===== config.mk =====
export PLATFORM = sky130hd
export DESIGN_NAME = byte_unstage_reader
export DESIGN_NICKNAME = d
export VERILOG_FILES = /design/src/rtl/byte_unstage_pkg.sv /design/src/rtl/bur_lane_decode.sv /design/src/rtl/bur_consume_tracker.sv /design/src/rtl/bur_read_formatter.sv /design/src/rtl/byte_unstage_reader.sv
export SDC_FILE = /design/constraint.sdc
export NUM_CORES = 1
export LEC_CHECK = 0
export ABC_CLOCK_PERIOD_IN_PS = 4900
export CORE_ASPECT_RATIO = 0.6
export CORE_MARGIN = 5
export CORE_UTILIZATION = 41
export CTS_CLUSTER_DIAMETER = 40
export DETAILED_ROUTE_END_ITERATION = 6
export GPL_ROUTABILITY_DRIVEN = 0
export PLACE_DENSITY = 0.82
export SLEW_MARGIN = 20
export SYNTH_ARGS = -nofsm -noshare
export SYNTH_HDL_FRONTEND = slang
export SYNTH_SLANG_ARGS = --single-unit

===== constraint.sdc =====
create_clock -name clk -period 4.9 [get_ports clk]
set_clock_uncertainty 0.1 [all_clocks]
set_input_delay 0.735 -clock clk [delete_from_list [all_inputs] [get_ports clk]]
set_output_delay 0.735 -clock clk [all_outputs]
set_load 0.005 [all_outputs]

===== src/rtl/byte_unstage_pkg.sv =====
// Shared types for the byte-granular output unstaging reader.
// Assumes: nothing beyond IEEE 1800-2017 enum support.
package byte_unstage_pkg;

    // Read width code as it arrives on the bus.
    typedef enum logic [1:0] {
        SZ_ONE   = 2'd0,
        SZ_HALF  = 2'd1,
        SZ_WHOLE = 2'd2,
        SZ_SPARE = 2'd3
    } rd_size_e;

    // Classification of the request seen in the current cycle.
    typedef enum logic [1:0] {
        OC_IDLE  = 2'd0,
        OC_DATA  = 2'd1,
        OC_DUP   = 2'd2,
        OC_UNDER = 2'd3
    } outcome_e;

endpackage


===== src/rtl/bur_lane_decode.sv =====
// Turns the read width code and the low address bits into a lane mask.
// Assumes: WORD_BYTES and MID_BYTES are powers of two, MID_BYTES <= WORD_BYTES.
// Address bits above the lane index are not used: every address in the
// window reaches the same queue head.
module bur_lane_decode
    import byte_unstage_pkg::*;
#(
    parameter int WORD_BYTES = 8,
    parameter int MID_BYTES  = 4,
    parameter int ADDR_W     = 12
) (
    input  logic [ADDR_W-1:0]     addr,
    input  logic [1:0]            size,
    output logic [WORD_BYTES-1:0] sel_mask
);

    localparam int LANE_W = $clog2(WORD_BYTES);
    localparam logic [LANE_W-1:0] MID_ALIGN = LANE_W'(MID_BYTES - 1);

    logic [LANE_W-1:0]     lane;
    logic [LANE_W-1:0]     mid_base;
    logic [WORD_BYTES-1:0] one_hit;
    logic [WORD_BYTES-1:0] mid_hit;
    logic                  unused_high_addr;
    rd_size_e              size_code;

    // Pick the lane index and the aligned base of a mid-width read.
    always_comb begin
        lane      = addr[LANE_W-1:0];
        mid_base  = lane & ~MID_ALIGN;
        size_code = rd_size_e'(size);
    end

    // Upper address bits are deliberately ignored.
    assign unused_high_addr = ^addr[ADDR_W-1:LANE_W];

    // One comparator pair per lane.
    for (genvar i = 0; i < WORD_BYTES; i++) begin : g_lane
        assign one_hit[i] = (lane == LANE_W'(i));
        assign mid_hit[i] = (mid_base == (LANE_W'(i) & ~MID_ALIGN));
    end

    // Choose the mask that matches the width code; both wide codes take all lanes.
    always_comb begin
        unique case (size_code)
            SZ_ONE:  sel_mask = one_hit;
            SZ_HALF: sel_mask = mid_hit;
            default: sel_mask = '1;
        endcase
    end

endmodule


===== src/rtl/bur_consume_tracker.sv =====
// Keeps the record of lanes already taken from the current head word,
// classifies each request and raises the pop on the completing read.
// Assumes: the queue head is valid whenever the empty flag is low, and the
// queue removes its head at the clock edge where pop is high.
module bur_consume_tracker
    import byte_unstage_pkg::*;
#(
    parameter int WORD_BYTES = 8
) (
    input  logic                  clk,
    input  logic                  rst_n,
    input  logic                  req,
    input  logic                  empty,
    input  logic [WORD_BYTES-1:0] sel_mask,
    output outcome_e              outcome,
    output logic                  pop
);

    logic [WORD_BYTES-1:0] taken_q;
    logic [WORD_BYTES-1:0] merged;
    logic                  overlap;
    logic                  complete;

    // Compare the request with the lanes already taken.
    always_comb begin
        merged   = taken_q | sel_mask;
        overlap  = |(taken_q & sel_mask);
        complete = &merged;
    end

    // Classify the request; empty takes precedence over a repeated lane.
    always_comb begin
        if (!req)
            outcome = OC_IDLE;
        else if (empty)
            outcome = OC_UNDER;
        else if (overlap)
            outcome = OC_DUP;
        else
            outcome = OC_DATA;
    end

    // Pop on the accepted read that fills the last lane.
    assign pop = (outcome == OC_DATA) && complete;

    // Update the taken-lane record: clear on pop, merge on accept, hold otherwise.
    always_ff @(posedge clk) begin
        if (!rst_n)
            taken_q <= '0;
        else if (pop)
            taken_q <= '0;
        else if (outcome == OC_DATA)
            taken_q <= merged;
    end

    AST_POP_CLEARS_RECORD: assert property (@(posedge clk) disable iff (!rst_n)
        pop |=> (taken_q == '0));

    AST_REFUSED_KEEPS_RECORD: assert property (@(posedge clk) disable iff (!rst_n)
        (req && (empty || overlap)) |=> $stable(taken_q));

    AST_UNDER_NO_CHANGE: assert property (@(posedge clk) disable iff (!rst_n)
        (req && empty) |=> $stable(taken_q));

    AST_ACCEPT_GROWS: assert property (@(posedge clk) disable iff (!rst_n)
        (outcome == OC_DATA && !pop) |=> ($countones(taken_q) > $countones($past(taken_q))));

endmodule


===== src/rtl/bur_read_formatter.sv =====
// Registers the bus response: valid, lane-placed data and the error flags.
// Assumes: the classification and lane mask are stable before the clock edge.
// Data lanes outside the selection, and all lanes on any error, read as zero.
module bur_read_formatter
    import byte_unstage_pkg::*;
#(
    parameter int WORD_BYTES = 8,
    parameter int BYTE_W     = 8
) (
    input  logic                         clk,
    input  logic                         rst_n,
    input  outcome_e                     outcome,
    input  logic [WORD_BYTES-1:0]        sel_mask,
    input  logic [WORD_BYTES*BYTE_W-1:0] head,
    output logic                         rd_valid,
    output logic [WORD_BYTES*BYTE_W-1:0] rd_data,
    output logic                         err_dup,
    output logic                         err_underflow
);

    localparam int DATA_W = WORD_BYTES * BYTE_W;

    logic [DATA_W-1:0] lanes_d;
    logic              accept;

    // Data is returned only for an accepted read.
    assign accept = (outcome == OC_DATA);

    // Gate each byte lane by its selection bit.
    for (genvar i = 0; i < WORD_BYTES; i++) begin : g_lane
        assign lanes_d[i*BYTE_W +: BYTE_W] =
            (accept && sel_mask[i]) ? head[i*BYTE_W +: BYTE_W] : '0;
    end

    // Register the response one cycle after the request.
    always_ff @(posedge clk) begin
        if (!rst_n) begin
            rd_valid      <= 1'b0;
            rd_data       <= '0;
            err_dup       <= 1'b0;
            err_underflow <= 1'b0;
        end else begin
            rd_valid      <= (outcome != OC_IDLE);
            rd_data       <= lanes_d;
            err_dup       <= (outcome == OC_DUP);
            err_underflow <= (outcome == OC_UNDER);
        end
    end

    AST_ONE_ERROR_KIND: assert property (@(posedge clk) disable iff (!rst_n)
        !(err_dup && err_underflow));

    AST_ERROR_ZERO_DATA: assert property (@(posedge clk) disable iff (!rst_n)
        (err_dup || err_underflow) |-> (rd_data == '0));

    AST_ERROR_IS_RESPONSE: assert property (@(posedge clk) disable iff (!rst_n)
        (err_dup || err_underflow) |-> rd_valid);

    AST_QUIET_DATA_ZERO: assert property (@(posedge clk) disable iff (!rst_n)
        !rd_valid |-> (rd_data == '0));

endmodule


===== src/rtl/byte_unstage_reader.sv =====
// Top of the byte-granular output unstaging reader. Presents the head word of
// an output queue to a bus reading 1, 4 or 8 bytes, pops the queue once every
// lane has been read, and flags repeated lanes and reads of an empty queue.
// Assumes: first-word-fall-through queue; pop is sampled at the clock edge.
module byte_unstage_reader
    import byte_unstage_pkg::*;
#(
    parameter int WORD_BYTES = 8,
    parameter int MID_BYTES  = 4,
    parameter int BYTE_W     = 8,
    parameter int ADDR_W     = 12
) (
    input  logic                         clk,
    input  logic                         rst_n,
    input  logic                         rd_en,
    input  logic [ADDR_W-1:0]            rd_addr,
    input  logic [1:0]                   rd_size,
    input  logic                         fifo_empty,
    input  logic [WORD_BYTES*BYTE_W-1:0] fifo_head,
    output logic                         fifo_pop,
    output logic                         rd_valid,
    output logic [WORD_BYTES*BYTE_W-1:0] rd_data,
    output logic                         err_dup,
    output logic                         err_underflow
);

    logic [WORD_BYTES-1:0] sel_mask;
    outcome_e              outcome;

    bur_lane_decode #(
        .WORD_BYTES (WORD_BYTES),
        .MID_BYTES  (MID_BYTES),
        .ADDR_W     (ADDR_W)
    ) u_decode (
        .addr     (rd_addr),
        .size     (rd_size),
        .sel_mask (sel_mask)
    );

    bur_consume_tracker #(
        .WORD_BYTES (WORD_BYTES)
    ) u_tracker (
        .clk      (clk),
        .rst_n    (rst_n),
        .req      (rd_en),
        .empty    (fifo_empty),
        .sel_mask (sel_mask),
        .outcome  (outcome),
        .pop      (fifo_pop)
    );

    bur_read_formatter #(
        .WORD_BYTES (WORD_BYTES),
        .BYTE_W     (BYTE_W)
    ) u_format (
        .clk           (clk),
        .rst_n         (rst_n),
        .outcome       (outcome),
        .sel_mask      (sel_mask),
        .head          (fifo_head),
        .rd_valid      (rd_valid),
        .rd_data       (rd_data),
        .err_dup       (err_dup),
        .err_underflow (err_underflow)
    );

    AST_POP_NEEDS_WORD: assert property (@(posedge clk) disable iff (!rst_n)
        fifo_pop |-> (rd_en && !fifo_empty));

    AST_REQUEST_ANSWERED: assert property (@(posedge clk) disable iff (!rst_n)
        rd_en |=> rd_valid);

    AST_NO_REQUEST_QUIET: assert property (@(posedge clk) disable iff (!rst_n)
        !rd_en |=> (!rd_valid && !err_dup && !err_underflow));

    AST_UNDERFLOW_FLAGGED: assert property (@(posedge clk) disable iff (!rst_n)
        (rd_en && fifo_empty) |=> err_underflow);

    AST_RESET_QUIET: assert property (@(posedge clk)
        !rst_n |=> (!rd_valid && !err_dup && !err_underflow));

endmodule


==> metrics.md, run 1 <==
| Metric | Value |
|---|---|
| Status | complete, no violations |
| Final hold vios | 0 |
| CP required | 4070 ps |
| Leading cell type in the layout, fill and taps excluded | clkdlybuf4s50_1 |
| Critical path, cell by cell | clkdlybuf4s50_1, and4bb_2, a211oi_1, o21ai_2, and3_1, and2_1, clkdlybuf4s50_1 |
| Fraction of synthesized cell area taken by the top area cell type | 0.5535 |
| Seq/Total Area, Yosys | 0.5535 |
| Rel. slew slack | 0.4311 |
| Worst Max-Slew Pin Slew | roughly 850 ps |
| Post-synth net total | roughly 330 |
| Standard-cell rows | 23 |
| Count of routing violations after the opening detailed-route iteration | ~190 |
| Placed cell count | around 460 |
| Worst stage delay on the critical path | around 750 ps |
| Max Freq | 0.2373 GHz |
| Largest delay share family, worst path | buffers and inverters |
| Detail Placement HPWL | around 6 mm |
| Horizontal extent of the die | approximately 120 um |
| Cts bufs inserted | 9 |
| Via density per instance | between 4 and 5 |
| Post-synthesis average cell area | ~11 um2 |
| Leading cell types in the layout, fill and taps excluded | clkdlybuf4s50_1 (140), dfxtp_1 (75), nor3b_1 (43), inv_1 (15), nand2_1 (14) |
| EDFF count, synth | 0 |
| Largest fanout on the critical path | 12 |
| CP dominant cell by count | clkdlybuf4s50_1 |
| Core area | ~6600 um2 |
| Final count of pins violating max slew | 0 |
| Clk sinks | 75 |
| Final min period | around 4200 ps |
| Overall routing resource usage | 0.1855 |
| Antenna violations before repair | 0 |
| Via count of the first global-routing pass | 2330 |
| Overflow left after global routing | 0 |
| Post-CTS setup-driven buffer insertion count | 0 |
| Crit path from | rd_addr[1] |
| Startpoint of the most critical register-to-register path | u_tracker.taken_q[0]$_SDFFE_PP0N_ |
| Worst Reg-to-Reg Cells | 5 |
| Post-CTS clock slew at the launch and capture registers of the worst setup and hold paths | 70 ps |
| Cell types occupying the most area after synthesis | dfxtp_1 (55%), nor3b_1 (12%), nor3b_2 (5.1%) |
| Final Cycle Share | 0.8601 |
| Kind of launch point of the worst setup path | input pin |
| Most frequently used flop master after synthesis | dfxtp_1 |
| Effective utilization at floorplan | 0.4134 |
| TritonCTS clock tree | done |
| Critical path depth in cells | 7 |
| DRC | 0 |
| NumNets Final | 470 |
| Static Leak | approximately 0.0016 uW |
| Aggregate routed wire length | between 7 and 8 mm |
| Worst flop-to-flop path endpoint | u_tracker.taken_q[2]$_SDFFE_PP0N_ |
| Buffers on Ports | 140 |
| Post-synthesis async set-or-reset flop share | 0 |
| Largest net degree at the start of global routing | between 40 and 50 |
| Synth area leader | dfxtp_1 |
| Count of inserted antenna diode cells | 0 |
| WP data arrival | 3380 ps |
| Post-DP Area | around 4200 um2 |
| Unrepaired setup endpoints after global routing | false |
| Vertical extent of the die | 73.01 um |
| Clock insertion delay at the later pin of the skew report | 350 ps |
| Number of iterations in the first detailed-routing pass | 4 |
| Clock buffer depth | 2 |
| First-pass GRT wire length | between 10 and 15 mm |
| Class of the most critical setup path | in2out |
| Total negative setup slack | 0 ps |
| CTS root buffer | clkbuf_8 |
| CP Capture Type | output pin |
| #FFs+latches synth | between 70 and 80 |
| Count of nets left with antenna violations after detail routing | 0 |
| Count of instances resized after the clock tree is built | 0 |
| Count of max-cap constraint violations | 0 |
| DIE AREA | about 8400 um2 |
| Highest ir drop seen on vdd | approximately 0.26 mV |
| IO Pins | 150 |
| Max H-tree Level | 3 |
| Classification of the worst-slack hold path | reg2reg |
| Signed area change from the synthesized netlist to the final layout | 59.69% |
| Number of instances in the synthesized netlist | about 250 |
| Number of cells on the worst hold path | 2 |
| Number of distinct standard cells referenced by the synthesized netlist | 42 |
| Count of hold-fix buffers inserted at cts | 0 |
| Post-Syn Area | between 2000 and 3000 um2 |
| Library cell contributing the largest single delay on the critical path | clkdlybuf4s50_1 |
| Layout Cell Area excl Fill | between 4000 and 5000 um2 |
| Number of setup violations in the final report | 0 |
| PD cells | a little under 300 nW/um2 |
| Capture point of the worst path | fifo_pop |
| Via count of the routed design | roughly 2400 |
| Final cell count without fillers | between 400 and 500 |
| Count of synthesis-stage warnings from yosys | 0 |
| FF-to-FF setup slack | 2480 ps |
| Ratio of cells with drive above 1 in the final layout | 0.09415 |
| Wire per inst | ~16 um |
| Crit path buffers/inverters | 2 |
[cells in the mapped netlist (2+ instances only)]
master / count
o21a_1: 2
dfxtp_1: 75
nor2b_1: 3
nor3b_1: 43
a21oi_1: 5
a211oi_1: 7
a21o_1: 2
nand2_1: 14
nand4_1: 3
or4_1: 2
and3_1: 3
a41oi_1: 3
nor3b_2: 11
buf_6: 6
and2_1: 3
a221oi_1: 5
o211ai_1: 2
nor2_1: 13
inv_1: 15
clkbuf_1: 2
buf_2: 6
[flip-flops by register name, indices dropped and copies added, names as in the netlist]
register                cells
u_format.err_dup            1
u_format.err_underflow      1
u_format.rd_valid           1
u_tracker.taken_q           8
u_format.rd_data           64
[routing by layer]
metal | share of wire | GRT usage | wire (um) | vias up
met3 | 0.13 | 0.09528 | 970 | 7
met4 | 0.0088 | 0.04297 | 68 | 0
li1 | - | - | - | 1158
met2 | 0.41 | 0.2705 | 3194 | 122
met5 | 0 | 0 | 0 | -
met1 | 0.45 | 0.2448 | 3473 | 1071
[metrics by stage]
stage / total power (uW) / hold WS (ps) / utilization / setup WS (ps)
after detailed placement: 852.6 / 413.5 / 0.6339 / 745.0
after CTS: 1275 / 425.5 / 0.6602 / 720.2
after global routing: 1320 / 451.3 / 0.6602 / 483.6
final: 1257 / 427.7 / 0.6602 / 685.6
after floorplan: 746.0 / 374.5 / - / 1866
after global placement: 847.9 / 407.2 / 0.6339 / 747.5
[how the worst min path moves through the flow]
stage	slack, ps	start	to
floorplan	370	u_tracker.taken_q[7]$_SDFFE_PP0N_	u_tracker.taken_q[7]$_SDFFE_PP0N_
global placement	410	u_tracker.taken_q[7]$_SDFFE_PP0N_	u_tracker.taken_q[7]$_SDFFE_PP0N_
detailed placement	410	u_tracker.taken_q[7]$_SDFFE_PP0N_	u_tracker.taken_q[7]$_SDFFE_PP0N_
CTS	430	u_tracker.taken_q[7]$_SDFFE_PP0N_	u_tracker.taken_q[7]$_SDFFE_PP0N_
global route	450	u_tracker.taken_q[7]$_SDFFE_PP0N_	u_tracker.taken_q[7]$_SDFFE_PP0N_
finish	430	u_tracker.taken_q[7]$_SDFFE_PP0N_	u_tracker.taken_q[7]$_SDFFE_PP0N_
[cell families (layout without fill, tap and decap cells)]
| kind of cell | count (synthesis) | in the layout | share of synthesized area |
|---|---|---|---|
| DFF | 75 | 75 | 0.5535 |
| and+or+nand+nor | 102 | 102 | 0.2666 |
| buffers and inverters | 30 | 177 | 0.06088 |
| AOI/OAI and AO/OA | 39 | 39 | 0.1190 |
[area by class of cell]
class | instances | area (um2)
fill | 544 | 2230
clock inverter | 2 | 10.01
timing repair buffer | 146 | 1446
clock buffer | 14 | 162.7
tap | 87 | 108.9
sequential | 75 | 1501
inverter | 15 | 56.30
multi-input combinational | 141 | 1046
[worst reg2reg max path, cell delays in order, from the launching register on]
cell      delay [ps]
dfxtp_1          350
or4_1            540
o21ai_1          330
and3b_1          410
and3_1           390
a221oi_1         160
[where the power goes]
part / switching, uW / internal (uW) / total (uW)
clock network: 208 / 210 / 418
logic: 85.0 / 115 / 200
registers: 9.17 / 630 / 639
total: 302 / 955 / 1260
No activity file was read; power rests on OpenSTA's default activity.
==> run 2, diff against run 1 <==
CORE_MARGIN = default   (was 5)
==> metrics.md, run 2 (synthesis results as in run 1) <==
| Metric | Value |
|---|---|
| Antenna violations before repair | 0 (unchanged) |
| Core area | 6248 um2 (was 6561 um2) |
| Worst Max-Slew Pin Slew | 764.3 ps (was 853.3 ps) |
| Rel. slew slack | 0.4905 (was 0.4311) |
| Cts bufs inserted | 9 (unchanged) |
| NumNets Final | 469 (was 470) |
| Leading cell type in the layout, fill and taps excluded | clkdlybuf4s50_1 (unchanged) |
| Via count of the first global-routing pass | 2348 (was 2330) |
| Class of the most critical setup path | in2out (unchanged) |
| Count of nets left with antenna violations after detail routing | 0 (unchanged) |
| DIE AREA | 6956 um2 (was 8396 um2) |
| Final count of pins violating max slew | 0 (unchanged) |
| CTS root buffer | clkbuf_8 (unchanged) |
| Ratio of cells with drive above 1 in the final layout | 0.09487 (was 0.09415) |
| Final min period | 4256 ps (was 4214 ps) |
| Final hold vios | 0 (unchanged) |
| CP Capture Type | output pin (unchanged) |
| Detail Placement HPWL | 5.182 mm (was 5.840 mm) |
| Max H-tree Level | 3 (unchanged) |
| PD cells | 285.4 nW/um2 (was 290.3 nW/um2) |
| Count of routing violations after the opening detailed-route iteration | 157 (was 191) |
| Clk sinks | 75 (unchanged) |
| Largest net degree at the start of global routing | 39 (was 49) |
| WP data arrival | 3420 ps (was 3380 ps) |
| Horizontal extent of the die | 107.0 um (was 115.0 um) |
| IO Pins | 150 (unchanged) |
| Number of flip-flops in the largest register | 64 (unchanged) |
| Global-route track usage on met3 | 0.1247 (was 0.09528) |
| Overflow left after global routing | 0 (unchanged) |
| Global-route met2 utilization | 0.3274 (was 0.2705) |
| Via density per instance | 4.932 (was 4.913) |
| Largest Register | u_format.rd_data (unchanged) |
| Classification of the worst-slack hold path | reg2reg (unchanged) |
| First-pass GRT wire length | 11.24 mm (was 11.77 mm) |
| DRC | 0 (unchanged) |
| Largest fanout on the critical path | 12 (unchanged) |
| Wire per inst | 14.96 um (was 16.05 um) |
| Post-CTS clock slew at the launch and capture registers of the worst setup and hold paths | 70 ps (about the same) |
| Biggest regs | u_format.rd_data (64), u_tracker.taken_q (8) (unchanged) |
| Final Cycle Share | 0.8686 (was 0.8601) |
| Unrepaired setup endpoints after global routing | false (unchanged) |
| Leading cell types in the layout, fill and taps excluded | clkdlybuf4s50_1 (140), dfxtp_1 (75), nor3b_1 (43), inv_1 (15), nand2_1 (14) (unchanged) |
| Final cell count without fillers | 474 (was 480) |
| Status | complete, no violations (unchanged) |
| Effective utilization at floorplan | 0.4341 (was 0.4134) |
| TritonCTS clock tree | done (unchanged) |
| Total Power | 1228 uW (was 1257 uW) |
| Overall routing resource usage | 0.2158 (was 0.1855) |
| Via count of the routed design | 2338 (was 2358) |
| Clock insertion delay at the later pin of the skew report | 340 ps (was 350 ps) |
| Count of hold-fix buffers inserted at cts | 0 (unchanged) |
| Busiest layer in global routing | met2 (unchanged) |
| Highest ir drop seen on vdd | 0.1767 mV (was 0.2631 mV) |
| Aggregate routed wire length | 7.093 mm (was 7.706 mm) |
| Placed cell count | 460 (was 464) |
| Clock buffer depth | 2 (unchanged) |
| Count of inserted antenna diode cells | 0 (unchanged) |
| Final-layout fill cell count | 483 (was 544) |
| Standard-cell rows | 22 (was 23) |
| Met1 track demand over resource in global routing | 0.2559 (was 0.2448) |
| Total negative setup slack | 0 ps (unchanged) |
| Static Leak | 0.001538 uW (was 0.001560 uW) |
| Count of max-cap constraint violations | 0 (unchanged) |
| CP required | 4070 ps (about the same) |
| Number of iterations in the first detailed-routing pass | 4 (unchanged) |
| Count of instances resized after the clock tree is built | 0 (unchanged) |
| Kind of launch point of the worst setup path | input pin (unchanged) |
| Post-CTS setup-driven buffer insertion count | 0 (unchanged) |
| Number of setup violations in the final report | 0 (unchanged) |
| Max Freq | 0.2350 GHz (was 0.2373 GHz) |
| Vertical extent of the die | 65.01 um (was 73.01 um) |
| Buffers on Ports | 140 (unchanged) |
| Signed area change from the synthesized netlist to the final layout | 58.67% (was 59.69%) |
==> run 2: cell count changes in the layout (fill, tap and decap cells not counted) <==
cell	change
clkbuf_1	-3
clkinvlp_4	+3
clkbuf_8	-2
buf_4	-1
==> run 2: power by group <==
group,total [uW],switching [uW],internal [uW]
clock network,391,215,176
registers,639,8.95,630
logic,199,84.5,114
==> run 2: per-layer routing <==
metal | vias to the layer above | share of wire
met2 | 122 | 0.42
met5 | - | 0
met3 | 2 | 0.13
met1 | 1064 | 0.45
li1 | 1150 | -
met4 | 0 | 0.0044
==> run 2: layout make-up <==
class                      instances  area [um2]  area share
clock inverter                     5       32.53    0.007558
timing repair buffer             145        1439      0.3343
sequential                        75        1501      0.3488
clock buffer                       9       123.9     0.02878
inverter                          15       56.30     0.01308
multi-input combinational        141        1046      0.2430
tap                               84       105.1     0.02442
==> run 2: stage by stage <==
stage | hold slack [ps] | instance area, um2 | setup slack, ps | utilization
after global placement | 391.8 | 4148 | 743.7 | 0.6638
after global routing | 438.9 | 4304 | 499.6 | 0.6888
after CTS | 419.7 | 4304 | 700.7 | 0.6888
after floorplan | 374.5 | 2713 | 1866 | -
after detailed placement | 410.3 | 4148 | 698.3 | 0.6638
final | 430.4 | 4304 | 644.0 | 0.6888
==> run 2: critical path: stages <==
cell,delay (ps)
clkdlybuf4s50_1,780
and4bb_2,300
a211oi_1,60
o21ai_2,410
and3_1,440
and2_1,180
clkdlybuf4s50_1,510
==> run 2: path summary, 6_finish.rpt <==
kind / start / end / slack [ps] / cells after the start
setup / recovery: rd_addr[1] / fifo_pop / 640 / 7
hold / removal: u_tracker.taken_q[7]$_SDFFE_PP0N_ / u_tracker.taken_q[7]$_SDFFE_PP0N_ / 430 / 2
setup reg to reg: u_tracker.taken_q[0]$_SDFFE_PP0N_ / u_format.rd_data[0]$_SDFF_PN0_ / 2370 / 5
hold reg to reg: u_tracker.taken_q[7]$_SDFFE_PP0N_ / u_tracker.taken_q[7]$_SDFFE_PP0N_ / 430 / 2
